File: src/rtl/bfu_pkg.sv
package bfu_pkg;
  localparam int WORD_W = 32;

  typedef enum logic [2:0] {
    BF_EXTU = 3'd0,
    BF_EXTS = 3'd1,
    BF_INS  = 3'd2,
    BF_XBIT = 3'd3,
    BF_SEXT = 3'd4
  } bf_op_e;
endpackage

File: src/rtl/bfu_extract.sv
module bfu_extract #(
  parameter int W  = bfu_pkg::WORD_W,
  localparam int IW = $clog2(W)
) (
  input  logic [W-1:0]  src,
  input  logic [IW-1:0] lo,
  input  logic [IW-1:0] wm1,
  input  logic          signed_mode,
  output logic [W-1:0]  value,
  output logic          fill
);
  // ones in bits 0..top, never needs a shift by W
  function automatic logic [W-1:0] ones_upto(input logic [IW-1:0] top);
    logic [W-1:0] m;
    for (int i = 0; i < W; i++) m[i] = (i <= int'(top));
    return m;
  endfunction

  logic [W-1:0]  keep;
  logic [IW-1:0] fill_idx;

  always_comb begin
    keep     = ones_upto(wm1);
    fill_idx = lo + wm1;               // wraps modulo W
    fill     = signed_mode & src[fill_idx];
    value    = ((src >> lo) & keep) | ({W{fill}} & ~keep);
  end
endmodule

File: src/rtl/bfu_insert.sv
module bfu_insert #(
  parameter int W  = bfu_pkg::WORD_W,
  localparam int IW = $clog2(W)
) (
  input  logic [W-1:0]  dst,
  input  logic [W-1:0]  src,
  input  logic [IW-1:0] lo,
  input  logic [IW-1:0] wm1,
  output logic [W-1:0]  value,
  output logic          in_range
);
  localparam logic [IW:0] SPAN_MAX = (IW+1)'(W);

  function automatic logic [W-1:0] ones_upto(input logic [IW-1:0] top);
    logic [W-1:0] m;
    for (int i = 0; i < W; i++) m[i] = (i <= int'(top));
    return m;
  endfunction

  logic [IW:0]  span;
  logic [W-1:0] field;

  always_comb begin
    span     = {1'b0, lo} + {1'b0, wm1} + {{IW{1'b0}}, 1'b1};
    in_range = (span <= SPAN_MAX);
    field    = ones_upto(wm1) << lo;
    value    = in_range ? ((dst & ~field) | ((src << lo) & field)) : dst;
  end
endmodule

File: src/rtl/bfu_sext.sv
module bfu_sext #(
  parameter int W  = bfu_pkg::WORD_W,
  localparam int IW = $clog2(W)
) (
  input  logic [W-1:0]  src,
  input  logic [IW-1:0] idx,
  output logic [W-1:0]  value,
  output logic          picked
);
  always_comb begin
    picked = src[idx];
    for (int i = 0; i < W; i++)
      value[i] = (i <= int'(idx)) ? src[i] : picked;
  end
endmodule

File: src/rtl/bitfield_unit.sv
module bitfield_unit #(
  parameter int W  = bfu_pkg::WORD_W,
  localparam int IW = $clog2(W)
) (
  input  logic [W-1:0]    src_word,
  input  logic [2*IW-1:0] field_desc,
  input  logic [W-1:0]    dst_prev,
  input  logic [2:0]      op_sel,
  input  logic            legacy_mode,
  output logic [W-1:0]    result,
  output logic            flag_sign,
  output logic            flag_zero,
  output logic            sign_we,
  output logic            zero_we
);
  import bfu_pkg::*;

  logic [IW-1:0] desc_lo, desc_wm1;
  logic [W-1:0]  ext_value, ins_value, sext_value;
  logic          ext_fill, ins_in_range, bit_picked;

  assign desc_lo  = field_desc[IW-1:0];
  assign desc_wm1 = field_desc[2*IW-1:IW];

  bfu_extract #(.W(W)) u_extract (
    .src(src_word), .lo(desc_lo), .wm1(desc_wm1),
    .signed_mode(op_sel == BF_EXTS), .value(ext_value), .fill(ext_fill)
  );

  bfu_insert #(.W(W)) u_insert (
    .dst(dst_prev), .src(src_word), .lo(desc_lo), .wm1(desc_wm1),
    .value(ins_value), .in_range(ins_in_range)
  );

  bfu_sext #(.W(W)) u_sext (
    .src(src_word), .idx(desc_lo), .value(sext_value), .picked(bit_picked)
  );

  always_comb begin
    result    = dst_prev;
    flag_sign = 1'b0;
    flag_zero = 1'b0;
    sign_we   = 1'b0;
    zero_we   = 1'b0;
    case (op_sel)
      BF_EXTU, BF_EXTS: begin
        result    = ext_value;
        flag_sign = ext_fill;
        flag_zero = (ext_value == '0);
        sign_we   = 1'b1;
        zero_we   = 1'b1;
      end
      BF_INS: result = ins_value;
      BF_XBIT: begin
        if (legacy_mode) begin
          result = {dst_prev[W-1:1], bit_picked};
        end else begin
          result    = {{(W-1){1'b0}}, bit_picked};
          flag_zero = ~bit_picked;
          sign_we   = 1'b1;
          zero_we   = 1'b1;
        end
      end
      BF_SEXT: begin
        result    = sext_value;
        flag_sign = sext_value[W-1];
        flag_zero = (sext_value == '0);
        sign_we   = 1'b1;
        zero_we   = 1'b1;
      end
      default: ;
    endcase
  end
endmodule

File: config.mk
export PLATFORM = sky130hd
export DESIGN_NAME = bitfield_unit
export DESIGN_NICKNAME = d
export VERILOG_FILES = /design/src/rtl/bfu_pkg.sv /design/src/rtl/bfu_extract.sv /design/src/rtl/bfu_insert.sv /design/src/rtl/bfu_sext.sv /design/src/rtl/bitfield_unit.sv
export SDC_FILE = /design/constraint.sdc
export NUM_CORES = 1
export LEC_CHECK = 0
export BUFFER_PORTS_ARGS = -buffer_cell sky130_fd_sc_hd__buf_2
export CELL_PAD_IN_SITES_DETAIL_PLACEMENT = 0
export CELL_PAD_IN_SITES_GLOBAL_PLACEMENT = 1
export CORE_MARGIN = 4
export CORE_UTILIZATION = 35
export DETAILED_ROUTE_END_ITERATION = 10
export PLACE_DENSITY_LB_ADDON = 0.1
export SLEW_MARGIN = 20
export SYNTH_ARGS = -nofsm -noshare
export SYNTH_HDL_FRONTEND = slang
export SYNTH_SLANG_ARGS = --single-unit
File: constraint.sdc
create_clock -name vclk -period 8.1
set_clock_uncertainty 0.05 [all_clocks]
set_input_delay 1.215 -clock vclk [all_inputs]
set_output_delay 1.215 -clock vclk [all_outputs]
set_load 0.01 [all_outputs]
# After elaboration in Yosys (flattened, before gate mapping)

Cells that the tools add are included.

Flip-flop bits (word level): 0
Bits of input ports: 78
Output and inout port bits: 36
Logic and storage cells: 133

Add/sub/neg operators: 3
$lt $le $gt $ge: 65
Eq/ne operators: 4
Shift operators: 3
Mux-type cells: 43
Bitwise gates (word level): 10
Reductions and logical operators: 5

Operator list:

| operator              | count |
|---|---|
| $le A5 B5 Y1 const A  | 32 |
| $and A32 B32 Y32      | 4 |
| $pmux W32 S4          | 1 |
| $le A4 B5 Y1 const A  | 16 |
| $logic_not A32 Y1     | 2 |
| $mux W32              | 2 |
| $not A32 Y32          | 2 |
| $or A32 B32 Y32       | 2 |
| $shl A32 B5 Y32       | 2 |
| $le A3 B5 Y1 const A  | 8 |
| $mux W1               | 35 |
| $shr A32 B5 Y32       | 1 |
| $le A2 B5 Y1 const A  | 4 |
| $lt A5 B6 Y1 const B  | 2 |
| $bmux W1 S5           | 2 |
| $le A1 B5 Y1 const A  | 2 |
| $add A5 B5 Y6         | 1 |
| $add A6 B1 Y6 const B | 1 |
| $eq A3 B2 Y1 const B  | 2 |
| $le A6 B6 Y1 const B  | 1 |
| $add A5 B5 Y5         | 1 |
| $pmux W1 S2           | 2 |
| $eq A3 B1 Y1 const B  | 1 |
| $eq A3 B3 Y1 const B  | 1 |
| 6 further kinds       | 6 |

# Logic depth before layout (Yosys ltp)

Gate-level depths: netlist (run 1).

Word-level depth: 8
Mapped depth: 19
Depth with buffers taken out: 12

# By module

Synthesis (run 1) repeated with hierarchy kept, for this count alone.

Cells, all modules: 1,125
Area, all modules: 8,749.6 sq um

By module, submodules not included:

| module        | times used | cells an instance | area an instance (sq um) | seq. area each (sq um) |
|---|---|---|---|---|
| bfu_insert    | 1          | 537               | 3,912.5                  | 0.0 |
| bfu_extract   | 1          | 297               | 2,731.4                  | 0.0 |
| bitfield_unit | 1          | 159               | 1,121.1                  | 0.0 |
| bfu_sext      | 1          | 132               | 984.7                    | 0.0 |

# Worst setup path after synthesis (run 1)

No wires, ideal clock.

Path kind: input to output
Start point: input port field_desc[0]
End point: output port flag_zero
Arrival: 4,985 ps
Data required time: 6,835 ps
Setup slack: 1,850 ps
Stages on the path: 17
Buffers on the path: 7
Cells stage by stage: buf_6 buf_6 buf_4 buf_2 buf_4 inv_1 ha_1 buf_2 mux4_2 mux2_2 or3_1 nand4b_1 nand2_2 buf_2 a211oi_1 nand4_1 o32ai_1

Cells in the longest elaborated chain, start to end: 8
Elaborated cells on any way between the ends: 77
Those cells by class: add/sub: 1; order compare: 31; shift: 1; mux: 37; bitwise: 5; reduce/logical: 2

RTL lines:

| item                          | RTL line            | source |
|---|---|---|
| start, declared               | bitfield_unit.sv:6  | `input logic [2*IW-1:0] field_desc,` |
| $add A5 B5 Y5                 | bfu_extract.sv:24   | `fill_idx = lo + wm1;` |
| $bmux W1 S5                   | bfu_extract.sv:25   | `fill = signed_mode & src[fill_idx];` |
| $mux W1 (implied by the code) | bfu_extract.sv:25   |  |
| $and A1 B1 Y1                 | bfu_extract.sv:25   |  |
| $and A32 B32 Y32              | bfu_extract.sv:26   | `value = ((src >> lo) & keep) \| ({W{fill}} & ~keep);` |
| $or A32 B32 Y32               | bfu_extract.sv:26   |  |
| $logic_not A32 Y1             | bitfield_unit.sv:49 | `flag_zero = (ext_value == '0);` |
| $pmux W1 S3 (*)               | bitfield_unit.sv:45 | `case (op_sel)` |
| end, declared                 | bitfield_unit.sv:12 | `output logic flag_zero,` |

Every way passes the cells marked *; elsewhere a longest branch is shown, timed or not. The select of a mux whose other input is x is not followed.

# Worst setup path after layout (run 1)

Ends and elaborated chain as after synthesis.

==> results.sh, run 1 <==
export IMPL_fin_cells=1396
export IMPL_avgSynthCellArea_um2=6.88
export IMPL_initial_core_util_pct=36.0
export IMPL_layout_area_seq_um2=0
export IMPL_syn_num_nets=1204
export IMPL_route_antenna_remaining_nets=0
export IMPL_core_area_um2=21400
export IMPL_dr_pass1_iters=8
export IMPL_rsz0062_at_grt="false"
export IMPL_powerDensity_nw_per_um2=88.4
export IMPL_nClkBuffers=0
export IMPL_p_leak_nw=3.12
export IMPL_final_util_pct=38.7
export IMPL_grt_pass1_wl_mm=68.9
export IMPL_grt_max_degree=59
export IMPL_gp_congestion=1.04
export IMPL_rows=53
export IMPL_maxSlewHeadroom_pct=26.2
export IMPL_setup_viol=0
export IMPL_setup_tns_ns=0
export IMPL_yosysWarningCount=0
export IMPL_path_class="primary input to output port"
export IMPL_fin_crit_sh_pct=87.0
export IMPL_wl_per_cell_um=34.7
export IMPL_max_freq_mhz=142
export IMPL_nFillCells=2384
export IMPL_cts_resized=0
export IMPL_max_cap_violations=0
export IMPL_mostFrequentLayoutCells="nand2_1, buf_2, a21oi_1, o21ai_0, nor2_1"
export IMPL_antenna_found_initial=0
export IMPL_drive_gt1_share_pct=21.8
export IMPL_cp_arrival_ns=5.78
export IMPL_die_h_um=156
export IMPL_fin_nets=1209
export IMPL_multi_input_area_um2=7050
export IMPL_initialDrtViolationCount=1808
export IMPL_cts_hold_buf=0
export IMPL_dp_hpwl_mm=36.9
export IMPL_drv_slew=0
export IMPL_pin_count=114
export IMPL_yosysSeqAreaShare_pct=0
export IMPL_ir_worst_vdd_mv=0.0404
export IMPL_required_ns=6.84
export IMPL_viasPerCell=7.43
export IMPL_crit_path_start_kind="primary input"
export IMPL_grt_pass1_vias=9403
export IMPL_die_area_um2=24400
export IMPL_drc=0
export IMPL_routed_wl_mm=48.4
export IMPL_io_buffer_count=114
export IMPL_track_usage_pct=37.9
export IMPL_gr_total_overflow=0
export IMPL_syn_inst=1118
export IMPL_worstMarginPinSlew_ns=1.09
export IMPL_netlist_area_um2=7690
export IMPL_die_w_um=156
export IMPL_antenna_diode_count=0
export IMPL_areaGrowthSynthToFinish_pct=7.32
export IMPL_holdWs_ns=2.71
export IMPL_layout_cells_most_common="nand2_1"
export IMPL_placed_cells=1396
export IMPL_flops_and_latches=0
export IMPL_hold_violations=0
export IMPL_vias=10400
export IMPL_netlist_cell_type_count=81
export IMPL_end_kind="output port"
export IMPL_hold_path_class="primary input to output port"
export IMPL_crit_path_max_fanout=58
export IMPL_cts_setup_buffers=0
export IMPL_outcome="completed"
export IMPL_finalCriticalPeriod_ns=7.05
-- power by group --
part | internal, mW | switching, mW | total (mW)
registers | 0 | 0 | 0
clock network | 0 | 0 | 0
logic | 0.252 | 0.478 | 0.730
-- stage by stage --
stage | power, mW | setup WS (ns) | instance area, um^2
5_1_grt | 0.761 | 0.854 | 8260
6_report | 0.730 | 1.05 | 8260
4_1_cts | 0.703 | 1.19 | 8260
3_5_place_dp | 0.699 | 1.20 | 8260
2_1_floorplan | 0.448 | 1.85 | 7690
3_3_place_gp | 0.706 | 1.22 | 8260
-- routing by layer --
| metal | vias to the layer above | share of wire, % | track usage [%] |
|---|---|---|---|
| li1 | 4391 | - | - |
| met1 | 5046 | 40 | 53.7 |
| met2 | 796 | 43 | 58.1 |
| met3 | 135 | 12 | 5.03 |
| met4 | 0 | 5.7 | 15.4 |
| met5 | - | 0 | 0 |
-- critical path, stage by stage --
cell      delay [ns]
buf_4           0.66
inv_1           0.14
ha_1            0.63
mux4_2          0.56
mux2_2          0.26
or3_1           0.30
nand4b_1        0.21
nand2_2         0.40
a21oi_1         0.56
nand4_1         0.16
o32ai_1         0.44
buf_2           0.22
-- final cells by class --
type | count | share of cell area (%)
inverters | 24 | 1.09
repair buffers | 139 | 9.36
well taps | 275 | 4.17
multi-input cells | 958 | 85.4
-- cells by family after synthesis --
kind of cell,count (synthesis),share of synthesized area (%)
xor+xnor,5,0.569
mux,144,28.6
buf+inv,160,8.44
fa+ha+maj,11,1.89
simple gates,346,20.8
compound gates,452,39.7
-- synthesized netlist by cell type (12+ instances only) --
master     instances  area [um^2]
o21ai_0           82          410
nor3_1            23          115
inv_1             21         78.8
o21ai_1           15         75.1
buf_2             18         90.1
a31oi_1           18          113
clkbuf_1          99          372
o31ai_1           13         97.6
nor2_1            81          304
and3_1            12         75.1
nand2b_1          13         81.3
a21o_1            13         97.6
nand3_1           17         85.1
nand2_1          131          492
mux2i_1           59          591
mux4_2            55         1240
a221oi_1          16          140
a211oi_1          21          158
a21oi_1          104          521
buf_1             14         52.6
o22ai_1           21          131
o21a_1            15          113
a2bb2oi_1         14          123
mux2_2            27          304
o221ai_1          14          123
-- worst paths after layout --
path / cells after the start / to / from / slack, ns
worst min-delay path: 3 / result[15] / dst_prev[15] / 2.71
worst max-delay path: 12 / flag_zero / field_desc[0] / 1.05
No activity file was read; power rests on OpenSTA's default activity.
==> run 2, diff against run 1 <==
--- a/config.mk
+++ b/config.mk
@@ -8,7 +8,7 @@
 export BUFFER_PORTS_ARGS = -buffer_cell sky130_fd_sc_hd__buf_2
 export CELL_PAD_IN_SITES_DETAIL_PLACEMENT = 0
 export CELL_PAD_IN_SITES_GLOBAL_PLACEMENT = 1
-export CORE_MARGIN = 4
+export CORE_MARGIN = 5
 export CORE_UTILIZATION = 35
 export DETAILED_ROUTE_END_ITERATION = 10
 export PLACE_DENSITY_LB_ADDON = 0.1
==> constraint.sdc (replaced) <==
create_clock -name vclk -period 8.1
set_clock_uncertainty 0.05 [all_clocks]
set_input_delay 1.215 -clock vclk [all_inputs]
set_output_delay 1.215 -clock vclk [all_outputs]
set_load 0.05 [all_outputs]
==> run 2 against run 1 <==
  * Critical path depth is the same
  * Die area is 2.6% higher
  * Combinational power rose by 11%
  * Via count up 1.4%
  * Design area up 0.53%
  * Critical path type unchanged
  * Largest cell class unchanged
==> results.sh, run 2 (synthesis results as in run 1) <==
export IMPL_dp_hpwl_mm=37.4
export IMPL_drv_slew=0
export IMPL_startpoint="field_desc[5]"
export IMPL_hold_violations=0
export IMPL_ir_worst_vdd_mv=0.0353
export IMPL_pin_count=114
export IMPL_cts_resized=0
export IMPL_maxSlewHeadroom_pct=25.7
export IMPL_grt_max_degree=77
export IMPL_die_h_um=158
export IMPL_fin_crit_sh_pct=82.8
export IMPL_final_area_um2=8300
export IMPL_gp_congestion=1.13
export IMPL_antenna_found_initial=1
export IMPL_flops_and_latches=0
export IMPL_finalCriticalPeriod_ns=6.71
export IMPL_dr_pass1_iters=6
export IMPL_placed_cell_area_um2=8300
export IMPL_nFillCells=2394
export IMPL_initial_core_util_pct=35.4
export IMPL_layout_area_seq_um2=0
export IMPL_die_area_um2=25100
export IMPL_powerDensity_nw_per_um2=97.6
export IMPL_layout_cells_most_common="nand2_1"
export IMPL_end_kind="output port"
export IMPL_rsz0062_at_grt="false"
export IMPL_routed_wl_mm=49.8
export IMPL_die_w_um=158
export IMPL_wl_per_cell_um=35.4
export IMPL_hold_path_startpoint="dst_prev[10]"
export IMPL_outcome="completed"
export IMPL_hold_path_class="primary input to output port"
export IMPL_cts_setup_buffers=0
export IMPL_drive_gt1_share_pct=22.1
export IMPL_cp_arrival_ns=5.45
export IMPL_setup_viol=0
export IMPL_fin_nets=1214
export IMPL_initialDrtViolationCount=1845
export IMPL_cts_hold_buf=0
export IMPL_path_class="primary input to output port"
export IMPL_crit_path_max_fanout=25
export IMPL_rows=54
export IMPL_mostFrequentLayoutCells="nand2_1, buf_2, a21oi_1, o21ai_0, nor2_1"
export IMPL_viasPerCell=7.48
export IMPL_p_leak_nw=3.15
export IMPL_setup_tns_ns=0
export IMPL_nClkBuffers=0
export IMPL_areaGrowthSynthToFinish_pct=7.89
export IMPL_grt_pass1_vias=9708
export IMPL_track_usage_pct=38.3
export IMPL_core_area_um2=21800
export IMPL_grt_pass1_wl_mm=70.8
export IMPL_antenna_diode_count=0
export IMPL_io_buffer_count=114
export IMPL_drc=0
export IMPL_fin_total_pwr_mw=0.810
export IMPL_required_ns=6.84
export IMPL_final_util_pct=38.2
export IMPL_route_antenna_remaining_nets=0
export IMPL_max_cap_violations=0
export IMPL_gr_total_overflow=0
export IMPL_max_freq_mhz=149
export IMPL_crit_path_start_kind="primary input"
export IMPL_vias=10500
export IMPL_worstMarginPinSlew_ns=1.11
[run 2: worst paths after layout]
kind	endpoint	slack, ns	cells after the start
min	result[10]	2.81	4
max	flag_zero	1.39	12
[run 2: cell type report]
class	count	area [um^2]	area share [%]
Timing Repair Buffer	144	811	9.77
Multi-Input combinational cell	958	7050	84.9
Tap cell	280	350	4.22
Inverter	24	90.1	1.09
[run 2: stage by stage]
step                worst slack [ns]  instances  hold WS (ns)
floorplan                      0.990       1118          2.66
global placement                1.55       1406          2.82
detailed placement              1.45       1406          2.81
CTS                             1.44       1406          2.81
global route                    1.14       1406          2.83
finish                          1.39       1406          2.81
[run 2: routing by layer]
| metal | up-vias | GRT usage (%) | wire (um) |
|---|---|---|---|
| li1 | 4398 | - | - |
| met1 | 5097 | 54.1 | 20000 |
| met2 | 857 | 57.8 | 21000 |
| met3 | 158 | 5.25 | 5630 |
| met4 | 2 | 18.1 | 3220 |
| met5 | - | 0 | 15 |
[run 2: report_power, final]
group          leakage, nW  switching [mW]  internal (mW)
Clock                    0               0              0
Sequential               0               0              0
Combinational         3.15           0.555          0.255
Total                 3.15           0.555          0.255
[run 2: critical path, cell delays in order]
cell and delay [ns]:
buf_2 0.34, inv_1 0.12, ha_1 0.63, mux4_2 0.56
mux2_2 0.27, or3_1 0.31, nand4b_1 0.21, nand2_2 0.38
o21ai_1 0.45, nand4_1 0.16, o32ai_1 0.43, buf_2 0.36
